--- config.mk ---
export PLATFORM = sky130hd
export DESIGN_NAME = irq_seq_top
export DESIGN_NICKNAME = d
export VERILOG_FILES = /design/src/rtl/irq_seq_pkg.sv /design/src/rtl/irq_take_gate.sv /design/src/rtl/irq_psr_fmt.sv /design/src/rtl/irq_stack_step.sv /design/src/rtl/irq_seq_top.sv
export SDC_FILE = /design/constraint.sdc
export NUM_CORES = 1
export LEC_CHECK = 0
export BUFFER_PORTS_ARGS = -buffer_cell sky130_fd_sc_hd__buf_2
export CORE_MARGIN = 4
export CORE_UTILIZATION = 52
export DETAILED_ROUTE_END_ITERATION = 10
export PLACE_DENSITY = 0.8
export SLEW_MARGIN = 20
export SYNTH_ARGS = -nofsm -noshare
export SYNTH_HDL_FRONTEND = slang
export SYNTH_HIERARCHICAL = 1
export SYNTH_SLANG_ARGS = --single-unit
export TNS_END_PERCENT = 50
--- constraint.sdc ---
create_clock -name clk -period 2.5 [get_ports clk]
set_input_delay 0.5 -clock clk [delete_from_list [all_inputs] [get_ports clk]]
set_output_delay 0.5 -clock clk [all_outputs]
set_load 0.01 [all_outputs]
--- src/rtl/irq_seq_pkg.sv ---
package irq_seq_pkg;

    localparam int PSR_W        = 16;
    localparam int PSR_PRIV_BIT = 15;
    localparam int PSR_PRIO_LSB = 8;
    localparam int PSR_CC_W     = 3;

    // Only privilege, priority and condition-code bits exist in the word
    localparam logic [PSR_W-1:0] PSR_KEEP_MASK = 16'h8707;

    typedef enum logic [2:0] {
        S_IDLE,
        S_PUSH_PC,
        S_PUSH_PSR,
        S_VEC_RD,
        S_POP_PSR,
        S_POP_PC
    } seq_state_e;

endpackage

--- src/rtl/irq_take_gate.sv ---
module irq_take_gate #(
    parameter int PRIO_W = 3
) (
    input  logic              idle,
    input  logic              req_valid,
    input  logic              req_enable,
    input  logic              insn_done,
    input  logic              rti_cmd,
    input  logic [PRIO_W-1:0] req_prio,
    input  logic [PRIO_W-1:0] cur_prio,
    output logic              take
);
    logic prio_wins;

    always_comb begin
        prio_wins = (req_prio > cur_prio);
        take      = idle && req_valid && req_enable && insn_done
                    && !rti_cmd && prio_wins;
    end

endmodule

--- src/rtl/irq_psr_fmt.sv ---
module irq_psr_fmt
    import irq_seq_pkg::*;
#(
    parameter int PRIO_W = 3
) (
    input  logic [PRIO_W-1:0] new_prio,
    input  logic [PSR_W-1:0]  popped_word,
    output logic [PSR_W-1:0]  entry_psr,
    output logic [PSR_W-1:0]  popped_psr
);
    always_comb begin
        entry_psr = '0;
        entry_psr[PSR_PRIO_LSB +: PRIO_W] = new_prio;
        popped_psr = popped_word & PSR_KEEP_MASK;
    end

endmodule

--- src/rtl/irq_stack_step.sv ---
module irq_stack_step #(
    parameter int AW = 16
) (
    input  logic [AW-1:0] sp,
    output logic [AW-1:0] sp_dec,
    output logic [AW-1:0] sp_inc
);
    localparam logic [AW-1:0] ONE = {{(AW-1){1'b0}}, 1'b1};

    always_comb begin
        sp_dec = sp - ONE;
        sp_inc = sp + ONE;
    end

endmodule

--- src/rtl/irq_seq_top.sv ---
module irq_seq_top
    import irq_seq_pkg::*;
#(
    parameter int               AW        = 16,
    parameter int               PRIO_W    = 3,
    parameter int               VEC_W     = 8,
    parameter logic [AW-1:0]    VEC_BASE  = 16'h0100,
    parameter logic [AW-1:0]    SSP_RESET = 16'h3000,
    parameter logic [PSR_W-1:0] PSR_RESET = 16'h8002
) (
    input  logic              clk,
    input  logic              rst_n,
    input  logic              req_valid,
    input  logic              req_enable,
    input  logic [PRIO_W-1:0] req_prio,
    input  logic [VEC_W-1:0]  req_vec,
    input  logic              insn_done,
    input  logic              rti_cmd,
    input  logic [AW-1:0]     pc_in,
    input  logic [AW-1:0]     r6_in,
    input  logic              cc_we,
    input  logic [PSR_CC_W-1:0] cc_in,
    output logic              mem_req,
    output logic              mem_we,
    output logic [AW-1:0]     mem_addr,
    output logic [PSR_W-1:0]  mem_wdata,
    input  logic [PSR_W-1:0]  mem_rdata,
    output logic              pc_we,
    output logic [AW-1:0]     pc_wdata,
    output logic              r6_we,
    output logic [AW-1:0]     r6_wdata,
    output logic [PSR_W-1:0]  psr_q,
    output logic              busy
);
    localparam logic [AW-1:0] ZERO_AW = '0;

    typedef struct packed {
        seq_state_e        st;
        logic [AW-1:0]     sp;
        logic [AW-1:0]     usp;
        logic [AW-1:0]     ssp;
        logic [PSR_W-1:0]  psr;
        logic [AW-1:0]     spc;
        logic [PSR_W-1:0]  spsr;
        logic [VEC_W-1:0]  vec;
    } seq_regs_t;

    seq_regs_t q, d;

    logic             take;
    logic [PSR_W-1:0] entry_psr, popped_psr;
    logic [AW-1:0]    sp_dec, sp_inc, ssp_dec, r6_dec, r6_unused_inc, ssp_unused_inc;
    logic [AW-1:0]    vec_addr;

    irq_take_gate #(.PRIO_W(PRIO_W)) u_gate (
        .idle       (q.st == S_IDLE),
        .req_valid  (req_valid),
        .req_enable (req_enable),
        .insn_done  (insn_done),
        .rti_cmd    (rti_cmd),
        .req_prio   (req_prio),
        .cur_prio   (q.psr[PSR_PRIO_LSB +: PRIO_W]),
        .take       (take)
    );

    irq_psr_fmt #(.PRIO_W(PRIO_W)) u_fmt (
        .new_prio    (req_prio),
        .popped_word (mem_rdata),
        .entry_psr   (entry_psr),
        .popped_psr  (popped_psr)
    );

    irq_stack_step #(.AW(AW)) u_step_sp (
        .sp(q.sp), .sp_dec(sp_dec), .sp_inc(sp_inc)
    );
    irq_stack_step #(.AW(AW)) u_step_ssp (
        .sp(q.ssp), .sp_dec(ssp_dec), .sp_inc(ssp_unused_inc)
    );
    irq_stack_step #(.AW(AW)) u_step_r6 (
        .sp(r6_in), .sp_dec(r6_dec), .sp_inc(r6_unused_inc)
    );

    always_comb begin
        vec_addr = VEC_BASE + {{(AW-VEC_W){1'b0}}, q.vec};
    end

    always_comb begin
        d         = q;
        mem_req   = 1'b0;
        mem_we    = 1'b0;
        mem_addr  = ZERO_AW;
        mem_wdata = '0;
        pc_we     = 1'b0;
        pc_wdata  = ZERO_AW;
        r6_we     = 1'b0;
        r6_wdata  = ZERO_AW;

        case (q.st)
            S_IDLE: begin
                if (rti_cmd) begin
                    d.sp = r6_in;
                    d.st = S_POP_PSR;
                end else if (take) begin
                    d.spc  = pc_in;
                    d.spsr = q.psr;
                    d.vec  = req_vec;
                    d.psr  = entry_psr;
                    if (q.psr[PSR_PRIV_BIT]) begin
                        d.usp = r6_in;
                        d.sp  = ssp_dec;
                    end else begin
                        d.sp  = r6_dec;
                    end
                    d.st = S_PUSH_PC;
                end else if (cc_we) begin
                    d.psr[PSR_CC_W-1:0] = cc_in;
                end
            end
            S_PUSH_PC: begin
                mem_req   = 1'b1;
                mem_we    = 1'b1;
                mem_addr  = q.sp;
                mem_wdata = q.spc;
                d.sp      = sp_dec;
                d.st      = S_PUSH_PSR;
            end
            S_PUSH_PSR: begin
                mem_req   = 1'b1;
                mem_we    = 1'b1;
                mem_addr  = q.sp;
                mem_wdata = q.spsr;
                d.st      = S_VEC_RD;
            end
            S_VEC_RD: begin
                mem_req  = 1'b1;
                mem_addr = vec_addr;
                pc_we    = 1'b1;
                pc_wdata = mem_rdata;
                r6_we    = 1'b1;
                r6_wdata = q.sp;
                d.st     = S_IDLE;
            end
            S_POP_PSR: begin
                mem_req  = 1'b1;
                mem_addr = q.sp;
                d.psr    = popped_psr;
                d.sp     = sp_inc;
                d.st     = S_POP_PC;
            end
            S_POP_PC: begin
                mem_req  = 1'b1;
                mem_addr = q.sp;
                pc_we    = 1'b1;
                pc_wdata = mem_rdata;
                r6_we    = 1'b1;
                if (q.psr[PSR_PRIV_BIT]) begin
                    r6_wdata = q.usp;
                    d.ssp    = sp_inc;
                end else begin
                    r6_wdata = sp_inc;
                end
                d.sp = sp_inc;
                d.st = S_IDLE;
            end
            default: d.st = S_IDLE;
        endcase
    end

    always_ff @(posedge clk or negedge rst_n) begin
        if (!rst_n) begin
            q.st   <= S_IDLE;
            q.sp   <= SSP_RESET;
            q.usp  <= ZERO_AW;
            q.ssp  <= SSP_RESET;
            q.psr  <= PSR_RESET;
            q.spc  <= ZERO_AW;
            q.spsr <= '0;
            q.vec  <= '0;
        end else begin
            q <= d;
        end
    end

    always_comb begin
        psr_q = q.psr;
        busy  = (q.st != S_IDLE);
    end

    // no memory traffic outside a sequence
    a_r7_quiet_when_idle: assert property (@(posedge clk) disable iff (!rst_n)
        !busy |-> !mem_req);

    // second push lands one word below the first
    a_r4_push_descends: assert property (@(posedge clk) disable iff (!rst_n)
        (q.st == S_PUSH_PSR) |-> (mem_we && mem_addr == $past(mem_addr) - 16'd1));

    // an accepted entry always raised the running priority
    a_r2_prio_raised: assert property (@(posedge clk) disable iff (!rst_n)
        (q.st == S_PUSH_PC) |->
            (q.psr[PSR_PRIO_LSB +: PRIO_W] > q.spsr[PSR_PRIO_LSB +: PRIO_W]));

    // privileged and condition codes clear while fetching the vector
    a_r5_priv_at_fetch: assert property (@(posedge clk) disable iff (!rst_n)
        (q.st == S_VEC_RD) |-> (!psr_q[PSR_PRIV_BIT] && psr_q[2:0] == 3'b000));

    // vector fetch stays inside the table
    a_r6_vec_in_table: assert property (@(posedge clk) disable iff (!rst_n)
        (q.st == S_VEC_RD) |-> (mem_addr >= VEC_BASE && !mem_we));

    // second pop reads one word above the first
    a_r8_pop_ascends: assert property (@(posedge clk) disable iff (!rst_n)
        (q.st == S_POP_PC) |-> (mem_addr == $past(mem_addr) + 16'd1));

    // busy never lasts more than one sequence from a rise
    a_r7_busy_ends: assert property (@(posedge clk) disable iff (!rst_n)
        (pc_we) |=> !busy);

endmodule

Word-level counts from Yosys, hierarchy flattened
Index checks and enable logic that the tools add are counted.

cells by class
  equality and inequality tests = 9
  div/mod/pow operators = 0
  $add $sub $neg = 5
  bitwise logic cells = 1
  shift operators = 0
  order comparisons = 1
  muxes and demuxes = 20
  reduce and logical (&&, ||, !) cells = 21
  multiply operators = 0

operator list
  operator                 count
  $pmux W16 S2             4
  $mux W16                 4
  $mux W56                 1
  $pmux W16 S3             1
  $sub A16 B1 Y16 const B  3
  $mux W40                 1
  $mux W35                 1
  $mux W19                 1
  $add A16 B1 Y16 const B  1
  $mux W13                 1
  $pmux W3 S4              1
  $add A9 B8 Y10 const A   1
  $reduce_and A3 Y1        3
  $eq A3 B2 Y1 const B     2
  $eq A3 B3 Y1 const B     2
  $mux W3                  2
  $ne A3 B3 Y1 const B     2
  $reduce_bool A3 Y1       2
  $reduce_or A2 Y1         3
  $logic_and A1 B1 Y1      5
  $reduce_or A5 Y1         1
  $ne A2 B2 Y1 const B     2
  $reduce_and A2 Y1        2
  $reduce_and A4 Y1        1
  other kinds (8)          10

storage, ports and cells
  memory bits (writable) = 0
  word-level logic and storage cells = 66
  memories kept = 0
  bits in read-only memories = 0
  output and inout bits = 85
  register bits after elaboration = 107
  latch bits = 0
  input bits = 69

Longest topological paths before layout
  word-level depth = 9
  gate-level depth with buffers = 15
  depth with buffers taken out = 9

By module
The synthesis kept the hierarchy.

modules (own cells, without submodules)
  module                          instances  cells an instance  area an instance (µm²)  sequential area each (µm²)
  irq_seq_top                     1          516                5844.4                  2685.1
  irq_stack_step (u_step_r6 ...)  2          81                 566.8                   0.0
  irq_stack_step (u_step_sp)      1          84                 585.6                   0.0
  irq_psr_fmt                     1          33                 244.0                   0.0
  irq_take_gate                   1          13                 92.6                    0.0

Least setup slack after synthesis
No wires, ideal clock.

  path type = register -> register
  start = reg q[104] (netlist bit)
  end = reg q[0] (netlist bit)
  arrival = 2.737 ns
  clock period less this slack = 2.862 ns
  path buffers = 5
  library setup time = 0.125 ns
  cell stages (with the launch flop) = 15
  data required time = 2.375 ns
  slack = -0.362 ns
  path through = dfrtp_1 buf_6 nor2_1 nand2_1 inv_2 clkbuf_1 and4b_1 nand3_1 a21oi_2 buf_2 nor2b_1 and2_1 clkbuf_1 buf_4 mux2_2

between the ends
  cells in the longest elaborated chain, start to end = 7

ends and longest elaborated chain
  what                                RTL line             text
  start, declared                     irq_seq_top.sv:48    seq_regs_t q, d;
  $logic_not A3 Y1                    irq_seq_top.sv:56    .idle (q.st == S_IDLE),
  $logic_and A1 B1 Y1 (3 in series)   irq_take_gate.sv:17  take = idle && req_valid && req_enable && insn_done
  $logic_and A1 B1 Y1 (2 in series)   irq_take_gate.sv:18  && !rti_cmd && prio_wins;
  net take                            irq_seq_top.sv:50    logic take;
  $reduce_and A3 Y1 (no source line)  -

The timed path passes the listed nets, and every way through them passes these cells.
A chain may end at the register's enable or synchronous reset.

Final worst setup path
  start = reg, netlist name q[95]
  end = out r6_wdata[15]

between the ends
  cells in the longest elaborated chain, start to end = 3

ends and longest elaborated chain
  what             RTL line              text
  $add A16 B1 Y16  irq_stack_step.sv:12  sp_inc = sp + ONE;
  net sp_inc[15]   irq_seq_top.sv:52     logic [AW-1:0] sp_dec, sp_inc, ssp_dec, r6_dec, r6_unused_inc, ssp_unused_inc;
  $mux W16         irq_seq_top.sv:156    if (q.psr[PSR_PRIV_BIT]) begin
  $pmux W16 S2     irq_seq_top.sv:98     case (q.st)
  end, declared    irq_seq_top.sv:31     output logic [AW-1:0] r6_wdata,

The timed path passes the listed nets, and every way through them passes these cells.

==> flow_summary.ini <==
[timing]
skew_ns = 0.00883
setup_tns_ns = -0.109
worstMarginPinSlew_ns = 0.641
setup_viol = 5
rsz0062_at_grt = true
timing.slew.headroom_pct = 56.9
min_period_ns = 2.54
final_hold_viol_count = 0
timing.hold.ws_ns = 0.0991
maxSlewViolCount = 0
min_period_over_period_pct = 102
fmax_mhz = 394
setup_ws_ns = -0.0391

[clocking]
cts_buffer_depth = 2
cts_buffers = 9
root_buffer = clkbuf_16
cts_tree = yes
path_clk_slew_ns = 0.07
clock_latency_ns = 0.36
clock-sinks = 107
htree_levels = 3

[synth]
syn-cell-area_um2 = 7420
syn_avg_cell_area_um2 = 10.1
synth_warnings = 6
syn_inst = 736

[critical_path]
r2r_slack_ns = 0.14
setup.worst_path.class = reg2out
startpoint_type = flip-flop
crit_fanout = 4
worstSetupEndpointType = output pin
arrival_ns = 2.04
crit_required_ns = 2.00

[die]
die_area_um2 = 16200
fp-row-count = 43
die_h_um = 127
core_area_um2 = 13900
start_util_pct = 53.2
fp.dieW_um = 127
boundaryPins = 154

[grt]
overflow = 0
track_usage_pct = 25.0
grt_max_degree = 52
grt_first_pass_wirelength_mm = 32.2
grt_pass1_vias = 6074
antenna_found_initial = 0

[finish]
n_fill_cell = 1119
stdcell_area_um2 = 8860
antennaDiodeCount = 0
multi_input_area_um2 = 4180
syn2layout_area_growth_pct = 19.5
finalNonFillerCells = 1062
layout-drive-gt1-share_pct = 43.7
regArea_um2 = 2690
nets = 953

[placement]
placed_cells = 1034
port_buffers = 153
postPlaceCellArea_um2 = 8280
hpwlAfterDp_mm = 14.7
routabilityCongestion = 0.921

[route]
drc_errors = 0
routed-via-count = 6274
avgViaCountPerCell = 5.91
drtIter0Drc = 536
finalWirelength_mm = 20.8
drt-pass1-iter-count = 5
drtAntennaViolNets = 0
wl_per_cell_um = 19.6

[power_and_ir_drop]
p_leak_nw = 4.40
ir_worst_vdd_uv = 581
powerDensity_nw_per_um2 = 1130

[outcome]
violations = setup timing
status = finished, violations left

[flow_run]
maxCapViolations = 0

[hold_path]
hp-class = in2async
[worst max-delay path: stages (launching register included)]
cell     delay [ns]
dfrtp_1        0.37
and4_4         0.27
nand4_1        0.19
nor3_4         0.24
xor2_2         0.22
mux2i_1        0.10
o21ai_1        0.14
buf_2          0.15
[metal layers]
layer / wire [µm] / track usage [%] / vias to the layer above
met5: 0 / 0 / -
met1: 8740 / 34.4 / 3078
li1: - / - / 2842
met2: 9980 / 39.3 / 310
met3: 1470 / 3.68 / 44
met4: 612 / 11.2 / 0
[final timing paths]
kind | to | startpoint | cells after the start
min in group clk | q[37] | pc_in[13] | 2
max in group asynchronous | q[69] | rst_n | 2
setup reg to reg | q[39] | q[106] | 10
setup / recovery | r6_wdata[15] | q[95] | 7
hold / removal | q[72] | rst_n | 1
hold reg to reg | q[37] | q[37] | 1
[where the power goes]
part	internal [mW]	leakage (nW)	switching [mW]
Clock	0.816	0.151	0.688
Sequential	2.35	1.39	0.558
Combinational	2.59	2.87	3.00
Total	5.75	4.40	4.25
[layout make-up]
class,count,share of cell area (%)
clock buffers,10,2.70
multi-input cells,515,47.1
well taps,180,2.54
flip-flops and latches,107,30.3
repair buffers,226,15.7
clock inverters,6,0.805
inverters,18,0.762
[sequential cells by signal, indices dropped and copies added (netlist names)]
signal	count
psr_q	16
q	91
[placed cells by master, fill, tap and decap left out, types with 16 or more instances in the layout]
cell / instances
a21oi_1: 17
a22o_1: 24
a22oi_1: 16
a31oi_1: 16
and2_1: 25
and3_1: 29
buf_2: 152
buf_4: 65
conb_1: 22
dfrtp_1: 100
inv_1: 17
mux2_2: 87
mux2i_1: 19
nand2_1: 32
o221ai_1: 16
xnor2_1: 22
xor2_1: 21
[metrics by stage]
step | setup WS (ns) | total power, mW | util, %
after floorplan | 0.00795 | 6.51 | -
after global placement | 0.0604 | 7.95 | 59.4
after detailed placement | -0.00389 | 8.08 | 59.4
after CTS | -0.0424 | 9.71 | 62.2
after global routing | -0.139 | 10.6 | 63.6
final | -0.0391 | 10.0 | 63.6
[timing repair]
action                     in CTS  in global routing
hold buffers                    0                  0
setup endpoints to repair       9                 22
setup buffers                   2                 10
pin swaps                       3                 10
cloned                          0                  0
resized for setup              16                 25
No activity file was read; power rests on OpenSTA's default activity.
